<file path="src/rtl/evt_log_pkg.sv">
// Package: shared register map and address width for the event tally block.
// Assumes an 8-bit register address space.
package evt_log_pkg;
    localparam int ADDR_W = 8;
    localparam logic [ADDR_W-1:0] TALLY_ADDR = 8'h0B;
    localparam logic [ADDR_W-1:0] INDEX_ADDR = 8'h0C;
endpackage

</file>
<file path="src/rtl/evt_edge.sv">
// Module: evt_edge
// Turns an event level into a one-cycle pulse on its rising edge.
// Assumes evt_in is already synchronous to clk.
module evt_edge (
    input  logic clk,
    input  logic rst_n,
    input  logic lvl,
    output logic pulse
);
    logic prev_q;

    // Hold the previous sample of the event level.
    always_ff @(posedge clk) begin
        if (!rst_n) prev_q <= 1'b0;
        else        prev_q <= lvl;
    end

    assign pulse = lvl & ~prev_q;
endmodule

</file>
<file path="src/rtl/evt_sat_count.sv">
// Module: evt_sat_count
// Saturating up-counter with a synchronous clear that has priority.
// Assumes inc is one cycle per event.
module evt_sat_count #(
    parameter int CW = 8
) (
    input  logic          clk,
    input  logic          rst_n,
    input  logic          clr,
    input  logic          inc,
    output logic [CW-1:0] count
);
    localparam logic [CW-1:0] TOP = {CW{1'b1}};

    // Count events, stopping at the top value; clear overrides counting.
    always_ff @(posedge clk) begin
        if (!rst_n)                    count <= '0;
        else if (clr)                  count <= '0;
        else if (inc && count != TOP)  count <= count + 1'b1;
    end
endmodule

</file>
<file path="src/rtl/evt_ts_store.sv">
// Module: evt_ts_store
// Small timestamp history. Captures fill the levels in order and then
// overwrite the last one. Clear zeroes every level and the fill pointer.
// Assumes LEVELS is a power of two and at least 2.
module evt_ts_store #(
    parameter int TW     = 32,
    parameter int LEVELS = 4,
    parameter int IW     = $clog2(LEVELS)
) (
    input  logic          clk,
    input  logic          rst_n,
    input  logic          clr,
    input  logic          cap,
    input  logic [TW-1:0] tv,
    input  logic [IW-1:0] sel,
    output logic [TW-1:0] rd
);
    localparam int FW = $clog2(LEVELS + 1);
    localparam logic [FW-1:0] FULL = FW'(LEVELS);
    localparam logic [IW-1:0] LAST = IW'(LEVELS - 1);

    logic [FW-1:0] fill_q;
    logic [IW-1:0] wr_lvl;
    logic [TW-1:0] lvl_q [LEVELS];

    // Track how many levels hold data since the last clear.
    always_ff @(posedge clk) begin
        if (!rst_n)                    fill_q <= '0;
        else if (clr)                  fill_q <= '0;
        else if (cap && fill_q != FULL) fill_q <= fill_q + 1'b1;
    end

    // Pick the next free level, or the last one once the store is full.
    always_comb begin
        wr_lvl = (fill_q < FULL) ? fill_q[IW-1:0] : LAST;
    end

    for (genvar g = 0; g < LEVELS; g++) begin : g_lvl
        // Hold one timestamp level; cleared by reset or the clear strobe.
        always_ff @(posedge clk) begin
            if (!rst_n)                          lvl_q[g] <= '0;
            else if (clr)                        lvl_q[g] <= '0;
            else if (cap && wr_lvl == IW'(g))    lvl_q[g] <= tv;
        end
    end

    assign rd = lvl_q[sel];
endmodule

</file>
<file path="src/rtl/evt_tally_log.sv">
// Module: evt_tally_log
// Event tally with timestamp history behind a simple register port.
// A zero write to the tally register clears the tally and the history.
// The index register selects the level on ts_data.
// Assumes inputs are synchronous to clk and that reads are combinational.
module evt_tally_log
    import evt_log_pkg::*;
#(
    parameter int CW     = 8,
    parameter int TW     = 32,
    parameter int LEVELS = 4,
    parameter int IW     = $clog2(LEVELS)
) (
    input  logic              clk,
    input  logic              rst_n,
    input  logic              evt_in,
    input  logic [TW-1:0]     time_vec,
    input  logic              wr_en,
    input  logic [ADDR_W-1:0] addr,
    input  logic [CW-1:0]     wdata,
    output logic [CW-1:0]     rdata,
    output logic [TW-1:0]     ts_data
);
    logic          evt_pulse;
    logic          clr_req;
    logic          idx_wr;
    logic [IW-1:0] idx_q;
    logic [CW-1:0] cnt_q;

    // Decode the two host writes.
    always_comb begin
        clr_req = wr_en && (addr == TALLY_ADDR) && (wdata == '0);
        idx_wr  = wr_en && (addr == INDEX_ADDR);
    end

    evt_edge u_edge (
        .clk   (clk),
        .rst_n (rst_n),
        .lvl   (evt_in),
        .pulse (evt_pulse)
    );

    evt_sat_count #(.CW(CW)) u_cnt (
        .clk   (clk),
        .rst_n (rst_n),
        .clr   (clr_req),
        .inc   (evt_pulse),
        .count (cnt_q)
    );

    evt_ts_store #(.TW(TW), .LEVELS(LEVELS), .IW(IW)) u_store (
        .clk   (clk),
        .rst_n (rst_n),
        .clr   (clr_req),
        .cap   (evt_pulse & ~clr_req),
        .tv    (time_vec),
        .sel   (idx_q),
        .rd    (ts_data)
    );

    // Hold the read index; only its low bits are kept.
    always_ff @(posedge clk) begin
        if (!rst_n)      idx_q <= '0;
        else if (idx_wr) idx_q <= wdata[IW-1:0];
    end

    // Return the addressed register, zero elsewhere.
    always_comb begin
        if (addr == TALLY_ADDR)      rdata = cnt_q;
        else if (addr == INDEX_ADDR) rdata = {{(CW-IW){1'b0}}, idx_q};
        else                         rdata = '0;
    end
endmodule

</file>
<file path="config.mk">
export PLATFORM = sky130hd
export DESIGN_NAME = evt_tally_log
export DESIGN_NICKNAME = d
export VERILOG_FILES = /design/src/rtl/evt_log_pkg.sv /design/src/rtl/evt_edge.sv /design/src/rtl/evt_sat_count.sv /design/src/rtl/evt_ts_store.sv /design/src/rtl/evt_tally_log.sv
export SDC_FILE = /design/constraint.sdc
export NUM_CORES = 1
export LEC_CHECK = 0
export CORE_MARGIN = 2
export CORE_UTILIZATION = 45
export CTS_CLUSTER_DIAMETER = 120
export CTS_CLUSTER_SIZE = 28
export DETAILED_ROUTE_END_ITERATION = 10
export PLACE_DENSITY = 0.68
export REMOVE_ABC_BUFFERS = 1
export SYNTH_ARGS = -nofsm -noshare
export SYNTH_HDL_FRONTEND = slang
export SYNTH_HIERARCHICAL = 1
export SYNTH_SLANG_ARGS = --single-unit
</file>
<file path="constraint.sdc">
create_clock -name clk -period 9.4 [get_ports clk]
set_input_delay 1.88 -clock clk [delete_from_list [all_inputs] [get_ports clk]]
set_output_delay 1.88 -clock clk [all_outputs]
set_load 0.01 [all_outputs]
</file>
==> flow_metrics.env <==
export IMPL_post_cts_buffers=0
export IMPL_syn_inst=467
export IMPL_critPathKind="in -> out"
export IMPL_cts_resized=0
export IMPL_drv_cap=0
export IMPL_synth_xor_area_share=0
export IMPL_ant_nets=0
export IMPL_p_int_w=0.001172
export IMPL_regToRegSetupSlack_ps=6120
export IMPL_post_route_period_util=0.5842
export IMPL_path_max_fanout=6
export IMPL_ys_seq_elements=142
export IMPL_end_kind="primary output"
export IMPL_holdBufCountCts=0
export IMPL_pwr_density_cell_mw_per_mm2=184.7
export IMPL_clockRootBuffer="clkbuf_16"
export IMPL_hold_violations=0
export IMPL_synth_edff_count=128
export IMPL_drt_iter0_markers=416
export IMPL_clkLatencyLatePin_ps=420
export IMPL_status="completed"
export IMPL_synth_compound_area_share=0.02056
export IMPL_ir_worst_vdd_mv=0.1431
export IMPL_overflow=0
export IMPL_hold_slack_ps=520.7
export IMPL_hold_path_end="u_cnt/count[1]"
export IMPL_drv_slew=0
export IMPL_die_w_um=125.4
export IMPL_cpMostUsedCell="clkdlybuf4s50_1"
export IMPL_gp_congestion=0.7618
export IMPL_muxShareOfSynthArea=0.1203
export IMPL_firstDrtPassIters=5
export IMPL_max_slew_margin_rel=0.2086
export IMPL_finalPower_w=0.001506
export IMPL_hold_depth=2
export IMPL_final_core_util=0.5630
export IMPL_multi_input_area_mm2=0.002165
export IMPL_critical_path_startpoint_type="input port"
export IMPL_reg2reg_to="u_store/lvl_q[1][7]"
export IMPL_first_global_vias=4518
export IMPL_routed_wl_um=15080
export IMPL_period_minus_slack_ps=5492
export IMPL_grt_first_pass_wirelength_um=23880
export IMPL_cp_required_ps=7520
export IMPL_fillers=1164
export IMPL_total_leakage_power_nw=2.807
export IMPL_wire_per_inst_um=20.30
export IMPL_switching_power_w=0.0003332
export IMPL_synthAdderAreaFrac=0.005658
export IMPL_die_h_um=125.4
export IMPL_p_clk_frac=0.413
export IMPL_cts_max_level=4
export IMPL_synth_seq_area_share=0.6217
export IMPL_finClkSkew_ps=7.028
export IMPL_yosysUniqueCellTypes=47
export IMPL_antenna_found_initial=0
export IMPL_cp_cell_sequence="clkdlybuf4s50_1, nor4_4, and3_2, and2_1, clkdlybuf4s50_1"
export IMPL_fmax_mhz=182.1
export IMPL_nets=601
export IMPL_die_area_mm2=0.01573
export IMPL_synth_top_family_by_area="simple AND/OR/NAND/NOR gates"
export IMPL_numPortBuffers=91
export IMPL_netSwitchingFraction=0.2213
export IMPL_setup_tns_ps=0
export IMPL_seqPwrFrac=0.489
export IMPL_drc=0
export IMPL_cts_tree="yes"
export IMPL_critPathArrivalTime_ps=3610
export IMPL_max_stage_delay_ps=540
export IMPL_combPwrFrac=0.098
export IMPL_fp_row_count=44
export IMPL_grt_usage=0.1974
export IMPL_layout_common_cells="edfxtp_1, nor3_1, clkdlybuf4s50_1, inv_1, mux4_2"
export IMPL_area_delta_synth_final_pct=22.88
export IMPL_n_antenna_cell=0
export IMPL_cts_clk_slew_worst_paths_ps=60
export IMPL_cts_num_sinks=142
export IMPL_hpwlAfterDp_um=8307
export IMPL_cts_made_buffers=17
export IMPL_core_mm2=0.01448
export IMPL_seqCellArea_mm2=0.004126
export IMPL_rsz0062_at_grt="false"
export IMPL_synth_cell_area_mm2=0.006634
export IMPL_async_flop_share=0
export IMPL_drive_gt1_frac=0.1735
export IMPL_cts_buffer_depth=2
export IMPL_r2r_cells=4
export IMPL_vias_per_cell=5.744
export IMPL_synth_ff_type="edfxtp_1"
export IMPL_vias=4268
export IMPL_grt_max_degree=65
export IMPL_start_util=0.4582
export IMPL_io_pins=92
export IMPL_setup_viol=0
export IMPL_worst_slew_pin_transition_ps=1185
export IMPL_hold_class="reg -> reg"
export IMPL_yosysWarnings=6
export IMPL_hp_start="u_cnt/count[1]"
export IMPL_yosys_area_share_simple=0.1690
export IMPL_syn_avg_cell_area_um2=14.21
export IMPL_worstReg2RegStart="u_edge/prev_q"
export IMPL_slowest_stage="clkdlybuf4s50_1"
export IMPL_layout_commonest_cell="edfxtp_1"
[how the worst max path moves through the flow]
| stage | slack [ps] | to | from |
|---|---|---|---|
| 5_1_grt | 3850 | rdata[2] | addr[5] |
| 2_1_floorplan | 3440 | u_store/lvl_q[3][0] | addr[0] |
| 3_3_place_gp | 3940 | rdata[5] | addr[5] |
| 6_report | 3910 | rdata[7] | addr[5] |
| 4_1_cts | 3900 | rdata[7] | addr[5] |
| 3_5_place_dp | 3920 | rdata[7] | addr[5] |
[power by group through the flow]
stage / registers, W / logic, W / clock network [W]
floorplan: 0.000746 / 0.0000698 / 0
global placement: 0.000747 / 0.000147 / 0
detailed placement: 0.000750 / 0.000149 / 0
CTS: 0.000737 / 0.000149 / 0.000628
global route: 0.000739 / 0.000158 / 0.000653
finish: 0.000737 / 0.000148 / 0.000621
[flip-flops by register name (all words and copies together), names as in the netlist]
signal,flops
u_edge/prev_q,1
u_cnt/count,8
u_store/lvl_q,128
idx_q,2
u_store/fill_q,3
[worst max-delay path: cells and delay by family]
family / cells / cell delay (ps)
buffers and inverters: 2 / 980
and+or+nand+nor: 3 / 750
[layout make-up]
type,count,area share
Clock inverter,8,0.007982
Multi-Input combinational cell,254,0.2655
Timing Repair Buffer,97,0.1173
Inverter,34,0.01566
Sequential cell,142,0.5062
Tap cell,184,0.02824
Clock buffer,24,0.05909
[Yosys cell counts (2+ instances only)]
master     instances  area, µm²
a22oi_1            2      15.01
buf_2             17      85.08
inv_1             34      127.6
and4_4             2      22.52
mux4_1             2      52.55
dfxtp_1           14      280.3
a21oi_1            7      35.03
nand2b_1           6      37.54
buf_12             3      60.06
nor2_1             4      15.01
buf_6              9      101.4
clkbuf_1           4      15.01
nand3b_1           4      30.03
nor2b_1            4      25.02
o21ai_0            5      25.02
mux2i_1            7      70.07
a31oi_1            2      12.51
edfxtp_1         128       3844
nand2_1           11      41.29
ha_1               3      37.54
nand4bb_1          2      22.52
nor3_2            12      120.1
nor3_1           120      600.6
buf_4              3      22.52
mux4_2            30      675.7
nand3_1            2      10.01
and2_1             7      43.79
and4_1             4      35.03
[cell families (layout without fill, tap and decap cells)]
| kind of cell | count (synthesis) | after routing |
|---|---|---|
| and+or+nand+nor | 191 | 191 |
| DFF | 142 | 142 |
| muxes | 39 | 39 |
| buffers and inverters | 71 | 163 |
| AOI/OAI and AO/OA | 21 | 21 |
| adders and majority gates | 3 | 3 |
[layer usage]
metal	vias to the layer above	part of all wire	global-route usage
met2	167	0.50	0.3357
met4	0	0.014	0.07451
met1	2136	0.42	0.2458
li1	1946	-	-
met3	19	0.065	0.04792
met5	-	0	0
[through the flow]
stage	worst slack, ps	cells	cell area, µm²
2_1_floorplan	3435	430	6345
3_3_place_gp	3937	711	7605
3_5_place_dp	3916	711	7605
4_1_cts	3900	743	8152
5_1_grt	3849	743	8152
6_report	3908	743	8152
No activity file was read; power rests on OpenSTA's default activity.
